**config.mk**
```make
export PLATFORM = sky130hd
export DESIGN_NAME = col_timing_gen
export DESIGN_NICKNAME = d
export VERILOG_FILES = /design/src/rtl/col_timing_pkg.sv /design/src/rtl/col_dot_divider.sv /design/src/rtl/col_counter.sv /design/src/rtl/col_line_gate.sv /design/src/rtl/col_timing_gen.sv
export SDC_FILE = /design/constraint.sdc
export NUM_CORES = 1
export LEC_CHECK = 0
export BUFFER_PORTS_ARGS = -buffer_cell sky130_fd_sc_hd__buf_2
export CAP_MARGIN = 20
export CORE_AREA = 8 8 45 47
export DETAILED_ROUTE_END_ITERATION = 7
export DIE_AREA = 0 0 53 55
export PLACE_DENSITY = 0.7
export SLEW_MARGIN = 5
export SYNTH_ARGS = -nofsm -noshare
export SYNTH_HDL_FRONTEND = slang
export SYNTH_SLANG_ARGS = --single-unit
```
**constraint.sdc**
```tcl
create_clock -name clk -period 2 [get_ports clk]
set_clock_uncertainty 0.15 [all_clocks]
set_input_delay 0.4 -clock clk [delete_from_list [all_inputs] [get_ports clk]]
set_output_delay 0.4 -clock clk [all_outputs]
set_load 0.005 [all_outputs]
```
**src/rtl/col_timing_pkg.sv**
```systemverilog
package col_timing_pkg;

   typedef enum logic {
      COLS_NARROW = 1'b0,
      COLS_WIDE   = 1'b1
   } col_mode_e;

   function automatic bit is_pow2(input int unsigned v);
      return (v != 0) && ((v & (v - 1)) == 0);
   endfunction

endpackage

```
**src/rtl/col_dot_divider.sv**
```systemverilog
module col_dot_divider
   import col_timing_pkg::*;
(
   input  logic      clk,
   input  logic      rst,
   input  logic      hold,
   input  col_mode_e mode,
   output logic      dot_tick
);

   logic half_q;

   // divide-by-2 phase, parked at zero while the line is cleared
   always_ff @(posedge clk) begin
      if (rst || hold)
         half_q <= 1'b0;
      else
         half_q <= ~half_q;
   end

   always_comb begin
      dot_tick = !hold && ((mode == COLS_WIDE) || !half_q);
   end

   AST_NARROW_GAP: assert property (@(posedge clk) disable iff (rst)
      (dot_tick && mode == COLS_NARROW) |=> !dot_tick);

endmodule

```
**src/rtl/col_counter.sv**
```systemverilog
module col_counter #(
   parameter int CNT_W = 10,
   parameter int TAP_W = 9,
   parameter int TAP_N = 8
) (
   input  logic             clk,
   input  logic             rst,
   input  logic             clr,
   input  logic             step,
   input  logic             wide,
   output logic [CNT_W-1:0] count,
   output logic             tap_hit
);

   logic [CNT_W-1:0] carry;

   assign carry[0] = step;

   // cascade of toggle stages, each halving the rate of the one below
   for (genvar i = 0; i < CNT_W; i++) begin : g_stage
      always_ff @(posedge clk) begin
         if (rst || clr)
            count[i] <= 1'b0;
         else if (carry[i])
            count[i] <= ~count[i];
      end
      if (i < CNT_W - 1) begin : g_carry
         assign carry[i+1] = carry[i] & count[i];
      end
   end

   assign tap_hit = wide ? count[TAP_W] : count[TAP_N];

   AST_CNT_CLEARED: assert property (@(posedge clk) disable iff (rst)
      clr |=> (count == '0));

   AST_CNT_STEP: assert property (@(posedge clk) disable iff (rst)
      (step && !clr) |=> (count == $past(count) + 1'b1));

endmodule

```
**src/rtl/col_line_gate.sv**
```systemverilog
module col_line_gate (
   input  logic clk,
   input  logic rst,
   input  logic set_eol,
   input  logic release_line,
   output logic clr_q
);

   // set-dominant latch: the end-of-line strobe sets, line start releases
   always_ff @(posedge clk) begin
      if (rst || set_eol)
         clr_q <= 1'b1;
      else if (release_line)
         clr_q <= 1'b0;
   end

   AST_BLANK_AFTER_EOL: assert property (@(posedge clk) disable iff (rst)
      set_eol |=> clr_q);

   AST_RELEASE: assert property (@(posedge clk) disable iff (rst)
      (clr_q && release_line && !set_eol) |=> !clr_q);

endmodule

```
**src/rtl/col_timing_gen.sv**
```systemverilog
module col_timing_gen
   import col_timing_pkg::*;
#(
   parameter int DOTS_PER_CHAR = 8,
   parameter int WIDE_COLS     = 64,
   parameter int NARROW_COLS   = 32,
   localparam int WIDE_DOTS    = WIDE_COLS * DOTS_PER_CHAR,
   localparam int NARROW_DOTS  = NARROW_COLS * DOTS_PER_CHAR,
   localparam int TAP_W        = $clog2(WIDE_DOTS),
   localparam int TAP_N        = $clog2(NARROW_DOTS),
   localparam int CNT_W        = TAP_W + 1
) (
   input  logic             clk,
   input  logic             rst,
   input  logic             wide_mode,
   input  logic             line_start,
   output logic             dot_en,
   output logic [CNT_W-1:0] col_count,
   output logic             eol_strobe,
   output logic             col_blank
);

   initial begin
      if (!is_pow2(DOTS_PER_CHAR) || !is_pow2(WIDE_COLS) || !is_pow2(NARROW_COLS))
         $fatal(1, "column and dot counts must be powers of two");
      if (NARROW_COLS >= WIDE_COLS)
         $fatal(1, "narrow width must be below wide width");
   end

   col_mode_e mode_q;
   logic      clr_q;
   logic      dot_tick;
   logic      tap_hit;

   // width is latched only while the line is cleared
   always_ff @(posedge clk) begin
      if (rst)
         mode_q <= COLS_WIDE;
      else if (clr_q)
         mode_q <= col_mode_e'(wide_mode);
   end

   col_dot_divider u_div (
      .clk      (clk),
      .rst      (rst),
      .hold     (clr_q),
      .mode     (mode_q),
      .dot_tick (dot_tick)
   );

   col_counter #(
      .CNT_W (CNT_W),
      .TAP_W (TAP_W),
      .TAP_N (TAP_N)
   ) u_cnt (
      .clk     (clk),
      .rst     (rst),
      .clr     (clr_q),
      .step    (dot_en),
      .wide    (mode_q == COLS_WIDE),
      .count   (col_count),
      .tap_hit (tap_hit)
   );

   col_line_gate u_gate (
      .clk          (clk),
      .rst          (rst),
      .set_eol      (eol_strobe),
      .release_line (line_start),
      .clr_q        (clr_q)
   );

   assign dot_en     = dot_tick && !tap_hit;
   assign eol_strobe = tap_hit && !clr_q;
   assign col_blank  = clr_q;

   AST_EOL_SINGLE: assert property (@(posedge clk) disable iff (rst)
      eol_strobe |=> !eol_strobe);

   AST_NO_DOT_BLANK: assert property (@(posedge clk) disable iff (rst)
      col_blank |-> !dot_en);

   AST_MODE_HELD: assert property (@(posedge clk) disable iff (rst)
      !col_blank |=> $stable(mode_q));

   AST_NO_OVERRUN: assert property (@(posedge clk) disable iff (rst)
      !col_blank |-> (col_count <= CNT_W'(WIDE_DOTS)));

endmodule

```
==> results.yml, run 1 <==
outcome:
  status: "finished, final reports clean"
layout:
  stdcell_count: 99
  antenna-diode-count: 0
  layout-area-overhead-vs-synth_pct: 20.2
  final_net_count: 88
  drive_gt1_share_pct: 31.3
  layout_commonest_cell: "buf_2"
  n_fill_cell: 144
  most-common-layout-cells: "buf_2 (16), dfxtp_1 (13), nor2_1 (8)"
sta:
  post-route-period-util_pct: 94.0
  fmax_mhz: 532
  setup_slack_ns: 0.120
  max-slew-margin-rel_pct: 70.3
  finalHoldViolations: 0
  report.final.slew_viol_count: 0
  period_needed_ns: 1.88
  rsz0062_at_grt: "no"
  transition_time_of_the_tightest_slew_check_pin_ns: 0.444
  final.setup.tns_ns: 0
  timing.final.setup_violations: 0
placed_design:
  place.detailed.hpwl_um: 892
  dpl.cell_count: 95
  pre_cts_slack_ns: 0.202
  routabilityCongestion: 0.743
  io_buffer_count: 16
route:
  routed_wire_length_per_instance_um: 12.2
  route.detailed.drc: 0
  1st_pass_router_iterations: 4
  drt_first_iter_violations: 7
  totalWireLength_um: 1200
  post_drt_via_cell_ratio: 5.13
  overall_via_count_from_detail_route: 508
  drtAntennaViolNets: 0
clocking:
  tritoncts: "done"
  cts-resized-gates: 0
  worst_setup_hold_path_clk_slew_ns: 0.08
  post_cts.repair.setup_buffers: 0
  cts_root_buf: "clkbuf_4"
  clock_latency_late_sink_ns: 0.27
  cts_hold_buf: 0
  htreeDepth: 1
  cts_sinks: 13
  cts-root-to-sink-buffers: 2
  cts_inserted_buffers: 3
synthesis:
  syn_inst: 64
  syn_nets: 68
  syn-mean-instance-area_um2: 9.19
  synth_area_um2: 588
  yosys_register_bits: 13
  ys_seq_area_share_pct: 44.3
  netlist-cell-type-count: 26
  yosysWarnings: 0
global_route:
  grt_start_max_net_pins: 13
  initial_antenna_violation_count: 0
  grt.total_usage_pct: 8.88
  first_global_vias: 412
  grt_first_pass_wirelength_um: 1900
  grt_total_ovfl: 0
die:
  initial_core_utilization_pct: 42.5
  floorplan.core_area_um2: 1380
  core.rowCount: 14
  number_of_ports_placed_on_the_die_boundary: 17
  floorplan.die.width_um: 53
  design.die.area_um2: 2920
  chipHeight_um: 55
setup_path:
  critical_path_required_ns: 1.45
  timing.critical_path.from_type: "flip-flop"
  critical_path_arrival_ns: 1.33
  worst-setup-path-type: "reg2out"
  crit_path_end_kind: "output port"
  critPathMaxFanout: 9
worst_hold_path:
  min-delay-path-class: "in2reg"
job:
  cap_viol_max_count: 0
power:
  cellPowerDensity_nw_per_um2: 658
  post-layout-total-power_mw: 0.466
  vdd_ir_drop_max_v: 0.000308
  leakage_nw: 0.307
[kinds of logic (layout without fill, tap and decap cells)]
logic type / Yosys count / after routing / share of synthesized area [%]
mux: 1 / 1 / 1.70
xor+xnor: 4 / 4 / 5.96
compound gates: 15 / 15 / 16.6
flops: 13 / 13 / 44.3
buf+inv: 5 / 24 / 4.47
simple gates: 26 / 26 / 27.0
[layer usage]
layer | wire length, um | track usage, % | part of all wire [%] | up-vias
met4 | 27 | 7.76 | 2.2 | 0
met5 | 0 | 0 | 0 | -
met1 | 549 | 10.7 | 46 | 233
met2 | 583 | 13.3 | 48 | 8
met3 | 44 | 1.60 | 3.7 | 2
li1 | - | - | - | 265
[synth_stat cells (all sizes together)]
master,n,area share (%)
dfxtp,13,44
nor2,8,5.1
o21ai,6,5.1
a21oi,4,3.4
or3,4,4.3
xor2,4,6.0
inv,3,1.9
nand2,3,1.9
a211o,2,3.4
nand3,2,1.7
o211ai,2,3.4
and2b,1,1.5
and3,1,1.1
and4,1,1.5
buf,1,1.9
clkbuf,1,0.64
mux2i,1,1.7
nand4,1,1.1
nor3,1,0.85
nor3b,1,2.1
nor4,1,3.6
o21a,1,1.3
or2,1,1.1
or4,1,1.3
[sequential cells by signal, indices dropped and copies added (netlist names)]
name / flops
u_gate.clr_q: 1
u_div.half_q: 1
mode_q: 1
u_cnt.count: 10
[path summary, 6_finish.rpt]
check	from	to	slack [ns]	cells past startpoint
max	u_gate.clr_q	dot_en	0.12	4
min	wide_mode	mode_q	0.18	2
max reg2reg	u_gate.clr_q	u_cnt.count[4]	0.17	4
min reg2reg	u_div.half_q	u_div.half_q	0.33	1
[cell type report]
type	count	area [um^2]	area share [%]
Tap cell	16	20.0	2.83
Multi-Input combinational cell	46	302	42.7
Clock buffer	4	26.3	3.72
Inverter	3	11.3	1.59
Sequential cell	13	260	36.8
Timing Repair Buffer	17	87.6	12.4
[power by group]
group | internal (mW) | switching [mW] | leakage [nW]
sequential | 0.264 | 0.00886 | 0.106
clock | 0.0772 | 0.0838 | 0.0150
combinational | 0.0172 | 0.0146 | 0.187
[critical path, cell delays in order (launching register included)]
cell and delay (ns):
dfxtp_1 0.41, nor4_4 0.37, nor2_1 0.12, inv_1 0.06
buf_2 0.10
[stage by stage]
step                instance area, um^2  util [%]  hold slack [ns]
floorplan                           588         -            0.282
global placement                    681      49.2            0.299
detailed placement                  681      49.2            0.305
CTS                                 707      51.1            0.175
global route                        707      51.1            0.173
finish                              707      51.1            0.177
Note: power is estimated with default switching activity, not from simulation.
==> run 2, diff against run 1 <==
Settings changed: BUFFER_PORTS_ARGS -buffer_cell sky130_fd_sc_hd__buf_2 to -buffer_cell sky130_fd_sc_hd__buf_4.
==> run 2 against run 1 <==
  * Hold slack better by 0.0091 ns
  * Global-route usage rose by 0.074 points
  * Final cell count unchanged
  * Cell area grew 5.7%
  * Sequential power barely moved
  * Die area unchanged
  * Combinational power is 13% higher
  * Largest cell class unchanged
==> results.yml, run 2 (synthesized netlist as in run 1, its figures left out) <==
power:
  leakage_nw: 0.310
  p_sw_mw: 0.105
  power.share.combinational_pct: 7.7
  share_seq_of_total_power_pct: 58.4
  swShare_pct: 22.5
  p_int_mw: 0.362
  vdd_ir_drop_max_v: 0.000331
  cellPowerDensity_nw_per_um2: 626
  power.clock.fraction_pct: 34.0
layout:
  drive_gt1_share_pct: 31.3
  n_fill_cell: 138
  sequential_cell_area_um2: 260
  antenna-diode-count: 0
  layout-area-overhead-vs-synth_pct: 27.0
  area_taken_by_multi_input_logic_gates_um2: 302
  registers.top_by_ff_count: "u_cnt.count"
  largest_register_ff_count: 10
  layout_commonest_cell: "buf_4"
  most-common-layout-cells: "buf_4 (17), dfxtp_1 (13), nor2_1 (8)"
  final_net_count: 88
sta:
  period_needed_ns: 1.87
  max-slew-margin-rel_pct: 70.7
  final.setup.tns_ns: 0
  rsz0062_at_grt: "no"
  report.final.slew_viol_count: 0
  post-route-period-util_pct: 93.5
  hold-worst-slack_ns: 0.186
  timing.final.setup_violations: 0
  transition_time_of_the_tightest_slew_check_pin_ns: 0.438
  fmax_mhz: 535
  finalHoldViolations: 0
die:
  number_of_ports_placed_on_the_die_boundary: 17
  floorplan.die.width_um: 53
  initial_core_utilization_pct: 42.5
  chipHeight_um: 55
  core.rowCount: 14
  design.die.area_um2: 2920
  floorplan.core_area_um2: 1380
setup_path:
  critPathMaxFanout: 9
  worst-setup-path-type: "reg2out"
  critPathTopFamily: "simple AND/OR/NAND/NOR gates"
  critical_path_arrival_ns: 1.32
  cpMaxStageDelayCell: "dfxtp_1"
  slowest_delay_ns: 0.40
  timing.critical_path.cells: "nor4_4 > nor2_1 > inv_1 > buf_4"
  crit_path_end_kind: "output port"
  timing.critical_path.from_type: "flip-flop"
  critical_path_required_ns: 1.45
  path_buf_inv: 2
clocking:
  htreeDepth: 1
  cts_inserted_buffers: 3
  cts_root_buf: "clkbuf_4"
  cts_sinks: 13
  worst_setup_hold_path_clk_slew_ns: 0.07
  cts-resized-gates: 0
  post_cts.repair.setup_buffers: 0
  cts_hold_buf: 0
  cts-root-to-sink-buffers: 2
  tritoncts: "done"
  clock_latency_late_sink_ns: 0.27
global_route:
  grt_total_ovfl: 0
  grt_start_max_net_pins: 13
  grt_first_pass_wirelength_um: 1930
  grt.total_usage_pct: 8.96
  initial_antenna_violation_count: 0
  first_global_vias: 432
route:
  1st_pass_router_iterations: 4
  overall_via_count_from_detail_route: 514
  drtAntennaViolNets: 0
  post_drt_via_cell_ratio: 5.19
  route.detailed.drc: 0
  drt_first_iter_violations: 14
  totalWireLength_um: 1190
  routed_wire_length_per_instance_um: 12.0
placed_design:
  routabilityCongestion: 0.749
  io_buffer_count: 16
  place.detailed.hpwl_um: 907
worst_hold_path:
  min-delay-path-class: "in2reg"
job:
  cap_viol_max_count: 0
outcome:
  status: "finished, final reports clean"
-- run 2: cell counts in the layout (fill, tap and decap cells not counted) --
No cell type changed its count.
-- run 2: layout make-up --
type | instances | area share [%]
multi-input cells | 46 | 40.4
flip-flops and latches | 13 | 34.8
well taps | 16 | 2.68
inverters | 3 | 1.51
clock buffers | 4 | 3.52
repair buffers | 17 | 17.1
-- run 2: final timing paths --
path / slack [ns] / depth (start not counted) / from / end
max: 0.13 / 4 / u_gate.clr_q / dot_en
min: 0.19 / 2 / wide_mode / mode_q
max reg2reg: 0.19 / 4 / u_gate.clr_q / u_cnt.count[4]
min reg2reg: 0.33 / 1 / u_div.half_q / u_div.half_q
-- run 2: metrics by stage --
step	setup slack (ns)	instances	utilization [%]	power, mW	instance area [um^2]
global route	0.0103	99	54.0	0.489	747
CTS	0.104	99	54.0	0.472	747
finish	0.130	99	54.0	0.467	747
detailed placement	0.196	95	52.1	0.315	721
global placement	0.230	95	52.1	0.315	721
floorplan	0.320	64	-	0.298	588
-- run 2: layer usage --
| layer | share of wire (%) | routed length (um) | track usage [%] | up-vias |
|---|---|---|---|---|
| met5 | 0 | 0 | 0 | - |
| met4 | 3.7 | 44 | 9.05 | 0 |
| met3 | 4.2 | 50 | 1.87 | 4 |
| met2 | 45 | 532 | 11.3 | 10 |
| met1 | 47 | 558 | 11.9 | 232 |
| li1 | - | - | - | 268 |
-- run 2: power by group through the flow --
stage	registers [mW]	logic, mW	clock network, mW
floorplan	0.278	0.0203	0
global placement	0.279	0.0364	0
detailed placement	0.279	0.0364	0
CTS	0.273	0.0366	0.163
global route	0.274	0.0398	0.175
finish	0.273	0.0359	0.159
